--- config.mk ---
export PLATFORM = sky130hd
export DESIGN_NAME = dmac_regbank
export DESIGN_NICKNAME = d
export VERILOG_FILES = /design/src/rtl/dmac_pkg.sv /design/src/rtl/dmac_bus_decode.sv /design/src/rtl/dmac_channel.sv /design/src/rtl/dmac_req_ctrl.sv /design/src/rtl/dmac_regbank.sv
export SDC_FILE = /design/constraint.sdc
export NUM_CORES = 2
export LEC_CHECK = 0
export BUFFER_PORTS_ARGS = -buffer_cell sky130_fd_sc_hd__buf_4
export CELL_PAD_IN_SITES_DETAIL_PLACEMENT = 0
export CELL_PAD_IN_SITES_GLOBAL_PLACEMENT = 1
export CORE_ASPECT_RATIO = 1.75
export CORE_MARGIN = 2
export CORE_UTILIZATION = 49
export CTS_CLUSTER_DIAMETER = 120
export DETAILED_ROUTE_END_ITERATION = 12
export GPL_ROUTABILITY_DRIVEN = 0
export GPL_TIMING_DRIVEN = 1
export PLACE_DENSITY = 0.89
export SETUP_SLACK_MARGIN = 0.15
export SYNTH_ARGS = -nofsm -noshare
export SYNTH_HDL_FRONTEND = slang
export SYNTH_SLANG_ARGS = --single-unit
--- constraint.sdc ---
create_clock -name clk -period 5.3 [get_ports clk]
set_input_delay 1.06 -clock clk [delete_from_list [all_inputs] [get_ports clk]]
set_output_delay 1.06 -clock clk [all_outputs]
set_load 0.05 [all_outputs]
--- src/rtl/dmac_pkg.sv ---
package dmac_pkg;
  typedef enum logic [1:0] {
    SZ_BYTE = 2'd0,
    SZ_HALF = 2'd1,
    SZ_WORD = 2'd2,
    SZ_NONE = 2'd3
  } bus_size_e;

  typedef enum logic [1:0] {
    SLOT_NONE  = 2'd0,
    SLOT_MODE  = 2'd1,
    SLOT_COUNT = 2'd2,
    SLOT_ADDR  = 2'd3
  } slot_e;

  localparam int MODE_EN_BIT  = 0;
  localparam int MODE_M2D_BIT = 1;
  localparam int ST_TC_BIT    = 8;
  localparam int ST_MERR_BIT  = 9;
  localparam int ST_AERR_BIT  = 10;
endpackage

--- src/rtl/dmac_bus_decode.sv ---
module dmac_bus_decode #(
  parameter int ADDR_W     = 10,
  parameter int DATA_W     = 32,
  parameter int NUM_CH     = 8,
  parameter int CH_BASE    = 'h100,
  parameter int WIN_BYTES  = 32,
  parameter int ERR_OFF    = 'h200
) (
  input  logic [ADDR_W-1:0]           bus_addr,
  input  logic [1:0]                  bus_size,
  input  logic [DATA_W-1:0]           bus_wdata,
  output logic                        hit_mode,
  output logic                        hit_count,
  output logic                        hit_addr,
  output logic                        hit_err,
  output logic [$clog2(NUM_CH)-1:0]   sel_chan,
  output logic [DATA_W/8-1:0]         lane_be,
  output logic [DATA_W-1:0]           lane_data
);
  import dmac_pkg::*;

  localparam int NB       = DATA_W / 8;
  localparam int CH_W     = $clog2(NUM_CH);
  localparam int WIN_SH   = $clog2(WIN_BYTES);
  localparam int SLOT_SH  = 3;
  localparam int WIN_END  = CH_BASE + NUM_CH * WIN_BYTES;
  localparam logic [NB-1:0] HALF_MASK = NB'((1 << (NB / 2)) - 1);

  logic [ADDR_W-1:0] off;
  logic              in_win;
  slot_e             slot;

  assign off    = bus_addr - ADDR_W'(CH_BASE);
  assign in_win = ({1'b0, bus_addr} >= (ADDR_W+1)'(CH_BASE)) &&
                  ({1'b0, bus_addr} <  (ADDR_W+1)'(WIN_END));
  assign slot   = slot_e'(off[SLOT_SH +: 2]);
  assign sel_chan = off[WIN_SH +: CH_W];

  assign hit_mode  = in_win && (slot == SLOT_MODE);
  assign hit_count = in_win && (slot == SLOT_COUNT);
  assign hit_addr  = in_win && (slot == SLOT_ADDR);
  assign hit_err   = (bus_addr[ADDR_W-1:2] == ERR_OFF[ADDR_W-1:2]);

  always_comb begin
    case (bus_size_e'(bus_size))
      SZ_BYTE: begin
        lane_be   = NB'(1) << bus_addr[1:0];
        lane_data = {NB{bus_wdata[7:0]}};
      end
      SZ_HALF: begin
        lane_be   = bus_addr[1] ? (HALF_MASK << (NB / 2)) : HALF_MASK;
        lane_data = {(NB/2){bus_wdata[15:0]}};
      end
      SZ_WORD: begin
        lane_be   = '1;
        lane_data = bus_wdata;
      end
      default: begin
        lane_be   = '0;
        lane_data = bus_wdata;
      end
    endcase
  end
endmodule

--- src/rtl/dmac_channel.sv ---
module dmac_channel #(
  parameter int DATA_W = 32
) (
  input  logic                clk,
  input  logic                rst,
  input  logic                wr_mode,
  input  logic                wr_count,
  input  logic                wr_addr,
  input  logic [DATA_W/8-1:0] wr_be,
  input  logic [DATA_W-1:0]   wr_data,
  input  logic                hw_start,
  input  logic                hw_reject,
  input  logic                hw_complete,
  input  logic [DATA_W-1:0]   hw_len,
  output logic [DATA_W-1:0]   mode_q,
  output logic [DATA_W-1:0]   count_q,
  output logic [DATA_W-1:0]   addr_q
);
  import dmac_pkg::*;

  localparam int NB = DATA_W / 8;

  logic [DATA_W-1:0] mode_m, count_m, addr_m;
  logic [DATA_W-1:0] mode_d, count_d;

  for (genvar b = 0; b < NB; b++) begin : g_byte
    assign mode_m[b*8 +: 8]  = (wr_mode  && wr_be[b]) ? wr_data[b*8 +: 8] : mode_q[b*8 +: 8];
    assign count_m[b*8 +: 8] = (wr_count && wr_be[b]) ? wr_data[b*8 +: 8] : count_q[b*8 +: 8];
    assign addr_m[b*8 +: 8]  = (wr_addr  && wr_be[b]) ? wr_data[b*8 +: 8] : addr_q[b*8 +: 8];
  end

  // Hardware status updates take precedence over a same-cycle bus write.
  always_comb begin
    mode_d = mode_m;
    if (hw_start) begin
      mode_d[ST_TC_BIT]   = 1'b0;
      mode_d[ST_MERR_BIT] = 1'b0;
      mode_d[ST_AERR_BIT] = 1'b0;
    end
    if (hw_reject)   mode_d[ST_MERR_BIT] = 1'b1;
    if (hw_complete) mode_d[ST_TC_BIT]   = 1'b1;
    count_d = hw_complete ? (count_q - hw_len) : count_m;
  end

  always_ff @(posedge clk) begin
    if (rst) begin
      mode_q  <= '0;
      count_q <= '0;
      addr_q  <= '0;
    end else begin
      mode_q  <= mode_d;
      count_q <= count_d;
      addr_q  <= addr_m;
    end
  end


  count_dec_chk: assert property (@(posedge clk) disable iff (rst)
    hw_complete |=> (count_q == $past(count_q) - $past(hw_len)));


  start_clears_chk: assert property (@(posedge clk) disable iff (rst)
    hw_start |=> (!mode_q[ST_TC_BIT] && !mode_q[ST_AERR_BIT]));


  hw_keeps_mode_chk: assert property (@(posedge clk) disable iff (rst)
    (!wr_mode && (hw_start || hw_reject || hw_complete)) |=>
      (mode_q[7:0] == $past(mode_q[7:0])) && (mode_q[DATA_W-1:11] == $past(mode_q[DATA_W-1:11])));
endmodule

--- src/rtl/dmac_req_ctrl.sv ---
module dmac_req_ctrl #(
  parameter int NUM_CH = 8,
  parameter int DATA_W = 32
) (
  input  logic                             clk,
  input  logic                             rst,
  input  logic                             req_valid,
  input  logic [$clog2(NUM_CH)-1:0]        req_chan,
  input  logic                             req_m2d,
  input  logic [DATA_W-1:0]                req_len,
  input  logic                             xfer_done,
  input  logic [NUM_CH-1:0][DATA_W-1:0]    mode_all,
  input  logic [NUM_CH-1:0][DATA_W-1:0]    count_all,
  input  logic [NUM_CH-1:0][DATA_W-1:0]    addr_all,
  output logic [NUM_CH-1:0]                start_oh,
  output logic [NUM_CH-1:0]                reject_oh,
  output logic [NUM_CH-1:0]                complete_oh,
  output logic [DATA_W-1:0]                done_len,
  output logic                             req_ready,
  output logic                             grant_valid,
  output logic                             reject_valid,
  output logic [DATA_W-1:0]                grant_addr,
  output logic [DATA_W-1:0]                grant_len,
  output logic [$clog2(NUM_CH)-1:0]        resp_chan,
  output logic [NUM_CH-1:0]                err_src
);
  import dmac_pkg::*;

  logic              busy_q;
  logic              take, accept, finish;
  logic [DATA_W-1:0] sel_mode, sel_count, clip_len;
  logic [NUM_CH-1:0] req_oh, resp_oh;

  assign take      = req_valid && !busy_q;
  assign sel_mode  = mode_all[req_chan];
  assign sel_count = count_all[req_chan];
  assign accept    = take && sel_mode[MODE_EN_BIT] && (sel_mode[MODE_M2D_BIT] == req_m2d);
  assign clip_len  = (req_len < sel_count) ? req_len : sel_count;
  assign finish    = xfer_done && busy_q;

  assign req_oh      = NUM_CH'(1) << req_chan;
  assign resp_oh     = NUM_CH'(1) << resp_chan;
  assign start_oh    = take ? req_oh : '0;
  assign reject_oh   = (take && !accept) ? req_oh : '0;
  assign complete_oh = finish ? resp_oh : '0;
  assign done_len    = grant_len;
  assign req_ready   = !busy_q;

  always_ff @(posedge clk) begin
    if (rst) begin
      busy_q       <= 1'b0;
      grant_valid  <= 1'b0;
      reject_valid <= 1'b0;
      grant_addr   <= '0;
      grant_len    <= '0;
      resp_chan    <= '0;
      err_src      <= '0;
    end else begin
      grant_valid  <= accept;
      reject_valid <= take && !accept;
      err_src      <= err_src | reject_oh;
      if (take) resp_chan <= req_chan;
      if (accept) begin
        grant_addr <= addr_all[req_chan];
        grant_len  <= clip_len;
        busy_q     <= 1'b1;
      end else if (finish) begin
        busy_q     <= 1'b0;
      end
    end
  end



  grant_reject_excl_chk: assert property (@(posedge clk) disable iff (rst)
    !(grant_valid && reject_valid));


  no_decision_while_busy_chk: assert property (@(posedge clk) disable iff (rst)
    (busy_q && !xfer_done) |=> (!grant_valid && !reject_valid));


  err_sticky_chk: assert property (@(posedge clk) disable iff (rst)
    (($past(err_src) & ~err_src) == '0));
endmodule

--- src/rtl/dmac_regbank.sv ---
module dmac_regbank #(
  parameter int NUM_CH    = 8,
  parameter int DATA_W    = 32,
  parameter int ADDR_W    = 10,
  parameter int CH_BASE   = 'h100,
  parameter int WIN_BYTES = 32,
  parameter int ERR_OFF   = 'h200
) (
  input  logic                       clk,
  input  logic                       rst,
  input  logic                       bus_wr_en,
  input  logic                       bus_rd_en,
  input  logic [ADDR_W-1:0]          bus_addr,
  input  logic [1:0]                 bus_size,
  input  logic [DATA_W-1:0]          bus_wdata,
  output logic [DATA_W-1:0]          bus_rdata,
  input  logic                       req_valid,
  input  logic [$clog2(NUM_CH)-1:0]  req_chan,
  input  logic                       req_m2d,
  input  logic [DATA_W-1:0]          req_len,
  output logic                       req_ready,
  output logic                       grant_valid,
  output logic [DATA_W-1:0]          grant_addr,
  output logic [DATA_W-1:0]          grant_len,
  output logic                       reject_valid,
  output logic [$clog2(NUM_CH)-1:0]  resp_chan,
  input  logic                       xfer_done
);
  import dmac_pkg::*;

  localparam int CH_W = $clog2(NUM_CH);
  localparam int NB   = DATA_W / 8;

  logic                           hit_mode, hit_count, hit_addr, hit_err;
  logic [CH_W-1:0]                sel_chan;
  logic [NB-1:0]                  lane_be;
  logic [DATA_W-1:0]              lane_data;
  logic [NUM_CH-1:0][DATA_W-1:0]  mode_all, count_all, addr_all;
  logic [NUM_CH-1:0]              start_oh, reject_oh, complete_oh, err_src;
  logic [DATA_W-1:0]              done_len, rd_mux;

  dmac_bus_decode #(
    .ADDR_W(ADDR_W), .DATA_W(DATA_W), .NUM_CH(NUM_CH),
    .CH_BASE(CH_BASE), .WIN_BYTES(WIN_BYTES), .ERR_OFF(ERR_OFF)
  ) decode_i (
    .bus_addr (bus_addr),
    .bus_size (bus_size),
    .bus_wdata(bus_wdata),
    .hit_mode (hit_mode),
    .hit_count(hit_count),
    .hit_addr (hit_addr),
    .hit_err  (hit_err),
    .sel_chan (sel_chan),
    .lane_be  (lane_be),
    .lane_data(lane_data)
  );

  for (genvar c = 0; c < NUM_CH; c++) begin : g_chan
    logic chan_sel;
    assign chan_sel = bus_wr_en && (sel_chan == CH_W'(c));

    dmac_channel #(.DATA_W(DATA_W)) chan_i (
      .clk        (clk),
      .rst        (rst),
      .wr_mode    (chan_sel && hit_mode),
      .wr_count   (chan_sel && hit_count),
      .wr_addr    (chan_sel && hit_addr),
      .wr_be      (lane_be),
      .wr_data    (lane_data),
      .hw_start   (start_oh[c]),
      .hw_reject  (reject_oh[c]),
      .hw_complete(complete_oh[c]),
      .hw_len     (done_len),
      .mode_q     (mode_all[c]),
      .count_q    (count_all[c]),
      .addr_q     (addr_all[c])
    );
  end

  dmac_req_ctrl #(.NUM_CH(NUM_CH), .DATA_W(DATA_W)) ctrl_i (
    .clk         (clk),
    .rst         (rst),
    .req_valid   (req_valid),
    .req_chan    (req_chan),
    .req_m2d     (req_m2d),
    .req_len     (req_len),
    .xfer_done   (xfer_done),
    .mode_all    (mode_all),
    .count_all   (count_all),
    .addr_all    (addr_all),
    .start_oh    (start_oh),
    .reject_oh   (reject_oh),
    .complete_oh (complete_oh),
    .done_len    (done_len),
    .req_ready   (req_ready),
    .grant_valid (grant_valid),
    .reject_valid(reject_valid),
    .grant_addr  (grant_addr),
    .grant_len   (grant_len),
    .resp_chan   (resp_chan),
    .err_src     (err_src)
  );

  always_comb begin
    rd_mux = '0;
    if (hit_mode)       rd_mux = mode_all[sel_chan];
    else if (hit_count) rd_mux = count_all[sel_chan];
    else if (hit_addr)  rd_mux = addr_all[sel_chan];
    else if (hit_err)   rd_mux = DATA_W'(err_src);
  end

  always_ff @(posedge clk) begin
    if (rst)            bus_rdata <= '0;
    else if (bus_rd_en) bus_rdata <= rd_mux;
  end


  reject_flags_chk: assert property (@(posedge clk) disable iff (rst)
    reject_valid |-> (err_src[resp_chan] && mode_all[resp_chan][ST_MERR_BIT]));


  grant_blocks_chk: assert property (@(posedge clk) disable iff (rst)
    grant_valid |-> !req_ready);
endmodule

==> flow_summary.toml <==
[outcome]
status = "finished, violations left"
violations = "max-capacitance violations, max-slew violations"

[synthesis]
syn_area_um2 = 56380
synth_edf_count = 0
async_flop_share = 0
synth_fp_nets = 6819
ys_seq_area_frac = 0.3118
synth_area_per_cell_um2 = 8.746
synth_ff_type = "dfxtp_1"
synth.distinct_cells = 91
ys_ff_latch = 878
syn_inst = 6446
yosys_warnings = 0

[clock_tree]
cts_hold_buf = 0
cts_sinks = 878
cts_tree = "done"
cts_buffer_depth = 3
post_cts_buffers = 0
clk_latency_ns = 0.76
cts_max_level = 3
clkTransAtPathRegs_ns = 0.07
cts_buffers = 87
ctsResizeCount = 0
cts_root_buf = "clkbuf_16"

[grt]
grt_antenna_before_repair = 17
grt_pass1_wl_mm = 336.2
grt_max_degree = 155
grt-ovfl-total = 0
grtUsageTotal = 0.3869
grt_pass1_vias = 51450

[timing]
rsz0062_at_grt = "no"
finalCritPeriodShare = 0.8546
finalSetupTns_ns = 0
setup_viol = 0
fmax_ghz = 0.2208
hold_viol = 0
fin_skew_ns = 0.04607
setup_ws_ns = 0.7705
max-slew-margin-rel = -0.06085
worstMarginPinSlew_ns = 1.591
drv_slew = 20
timing.final.crit_period_ns = 4.529

[die]
io_pins = 188
rows = 164
fp.coreArea_um2 = 114100
start_util = 0.4941
dieWidth_um = 260.4
die-area_um2 = 117900
die_y_um = 452.7

[setup_path]
cp-start-kind = "flop"
critical_path_arrival_ns = 5.16
required_ns = 5.93
endpoint_kind = "flop"
path_class = "reg2reg"
crit_fanout = 9

[placed_design]
dp_hpwl_mm = 167.3
pre_cts_slack_ns = 0.5735
placed_area_um2 = 59510
portBuffers = 187

[min_path]
hp-class = "reg2reg"

[cells_and_area]
nets = 6771
drive_above_1_share = 0.1440
syn_to_final_growth_pct = 10.94
final_common_cell = "nor2_1"
utilization = 0.5482
final_cell_mix = "nor2_1, dfxtp_1, a21oi_1, a211oi_1, nand2_1"
final_area_um2 = 62540

[power_and_ir_drop]
p_leak_nw = 23.61
peakVddDrop_uv = 293.5
total_power_mw = 14.74
p_per_area_nw_per_um2 = 235.7

[detailed_routing]
dr.pass1.iters = 10
wl_mm = 231.6
vias_per_cell = 6.752
drc = 0
vias = 53790
wire_per_inst_um = 29.07
ant_nets = 0
drt_iter0_drc = 5916

[job]
drv_cap = 2
-- path summary, 6_finish.rpt --
check	startpoint	to	slack (ns)	cells after the start
worst max-delay path	ctrl_i.done_len[10]	g_chan[5].chan_i.count_q[29]	0.77	11
worst min-delay path	g_chan[3].chan_i.mode_q[7]	g_chan[3].chan_i.mode_q[7]	0.45	2
worst max register to register	ctrl_i.done_len[10]	g_chan[5].chan_i.count_q[29]	0.77	11
worst min register to register	g_chan[3].chan_i.mode_q[7]	g_chan[3].chan_i.mode_q[7]	0.45	2
-- area by class of cell --
| cell class | instances | area, um2 |
|---|---|---|
| timing repair buffer | 358 | 2872 |
| sequential | 878 | 17580 |
| antenna | 8 | 20.02 |
| multi-input combinational | 4982 | 36860 |
| inverter | 91 | 341.6 |
| tap | 1494 | 1869 |
| clock buffer | 125 | 2560 |
| clock inverter | 30 | 446.7 |
| fill | 10380 | 51550 |
-- power breakdown --
part	switching, mW	leakage (nW)	total, mW	internal, mW
Clock	3.01	1.48	6.69	3.69
Combinational	0.989	15.1	1.40	0.411
Sequential	0.0273	7.08	6.65	6.62
Total	4.02	23.6	14.7	10.7
-- cells by family (layout without fill, tap and decap cells) --
kind of cell | after synthesis | count (layout) | share of synthesized area
flops | 878 | 878 | 0.3118
other cells | 0 | 8 | 0
compound gates | 1854 | 1854 | 0.2188
fa+ha+maj | 287 | 287 | 0.06476
xor+xnor | 196 | 196 | 0.03045
simple gates | 2058 | 2058 | 0.1582
buf+inv | 586 | 604 | 0.04050
mux | 587 | 587 | 0.1755
-- flip-flops by register name (all words and copies together), names as in the netlist --
signal,count
g_chan.chan_i.addr_q,256
g_chan.chan_i.count_q,256
g_chan.chan_i.mode_q,256
bus_rdata,32
ctrl_i.done_len,32
ctrl_i.grant_addr,32
ctrl_i.err_src,8
ctrl_i.resp_chan,3
ctrl_i.busy_q,1
ctrl_i.grant_valid,1
ctrl_i.reject_valid,1
-- critical path: stages (launching register included) --
cell and delay (ns):
dfxtp_1 0.38, inv_1 0.62, ha_1 0.40, o21ai_0 0.17, nand2b_1 0.13, a21oi_1 1.10
or4b_2 0.29, o22ai_1 0.19, a221oi_2 0.41, o21ai_0 0.17, and3_1 0.21, a2111oi_0 0.36
-- stage by stage --
stage | hold slack [ns] | std cells
2_1_floorplan | 0.4331 | 6446
3_3_place_gp | 0.4389 | 7803
3_5_place_dp | 0.4442 | 7803
4_1_cts | 0.4532 | 7958
5_1_grt | 0.4750 | 7960
6_report | 0.4549 | 7966
-- per-layer routing --
| metal | up-vias | track usage | wire length, um |
|---|---|---|---|
| met3 | 1271 | 0.1131 | 24090 |
| met5 | - | 0 | 130 |
| met1 | 25410 | 0.4066 | 75260 |
| met2 | 3203 | 0.6058 | 103400 |
| li1 | 23890 | - | - |
| met4 | 16 | 0.3882 | 28700 |
-- cells in the mapped netlist (37+ instances only) --
cell | number | share of area
buf_2 | 42 | 0.0037
mux4_2 | 318 | 0.13
a21oi_1 | 586 | 0.052
nand2b_1 | 42 | 0.0047
dfxtp_1 | 878 | 0.31
nor3_1 | 59 | 0.0052
clkbuf_1 | 408 | 0.027
a211oi_1 | 501 | 0.067
o22ai_1 | 40 | 0.0044
buf_1 | 40 | 0.0027
o21a_1 | 61 | 0.0081
ha_1 | 279 | 0.062
nand3_1 | 154 | 0.014
o21ai_0 | 167 | 0.015
mux2i_1 | 237 | 0.042
nand2_1 | 397 | 0.026
inv_1 | 91 | 0.0061
o211ai_1 | 37 | 0.0049
xor2_1 | 78 | 0.012
a311oi_1 | 47 | 0.0073
nor2_1 | 1163 | 0.077
xnor2_1 | 118 | 0.018
a21o_1 | 122 | 0.016
Note: power is estimated with default switching activity, not from simulation.
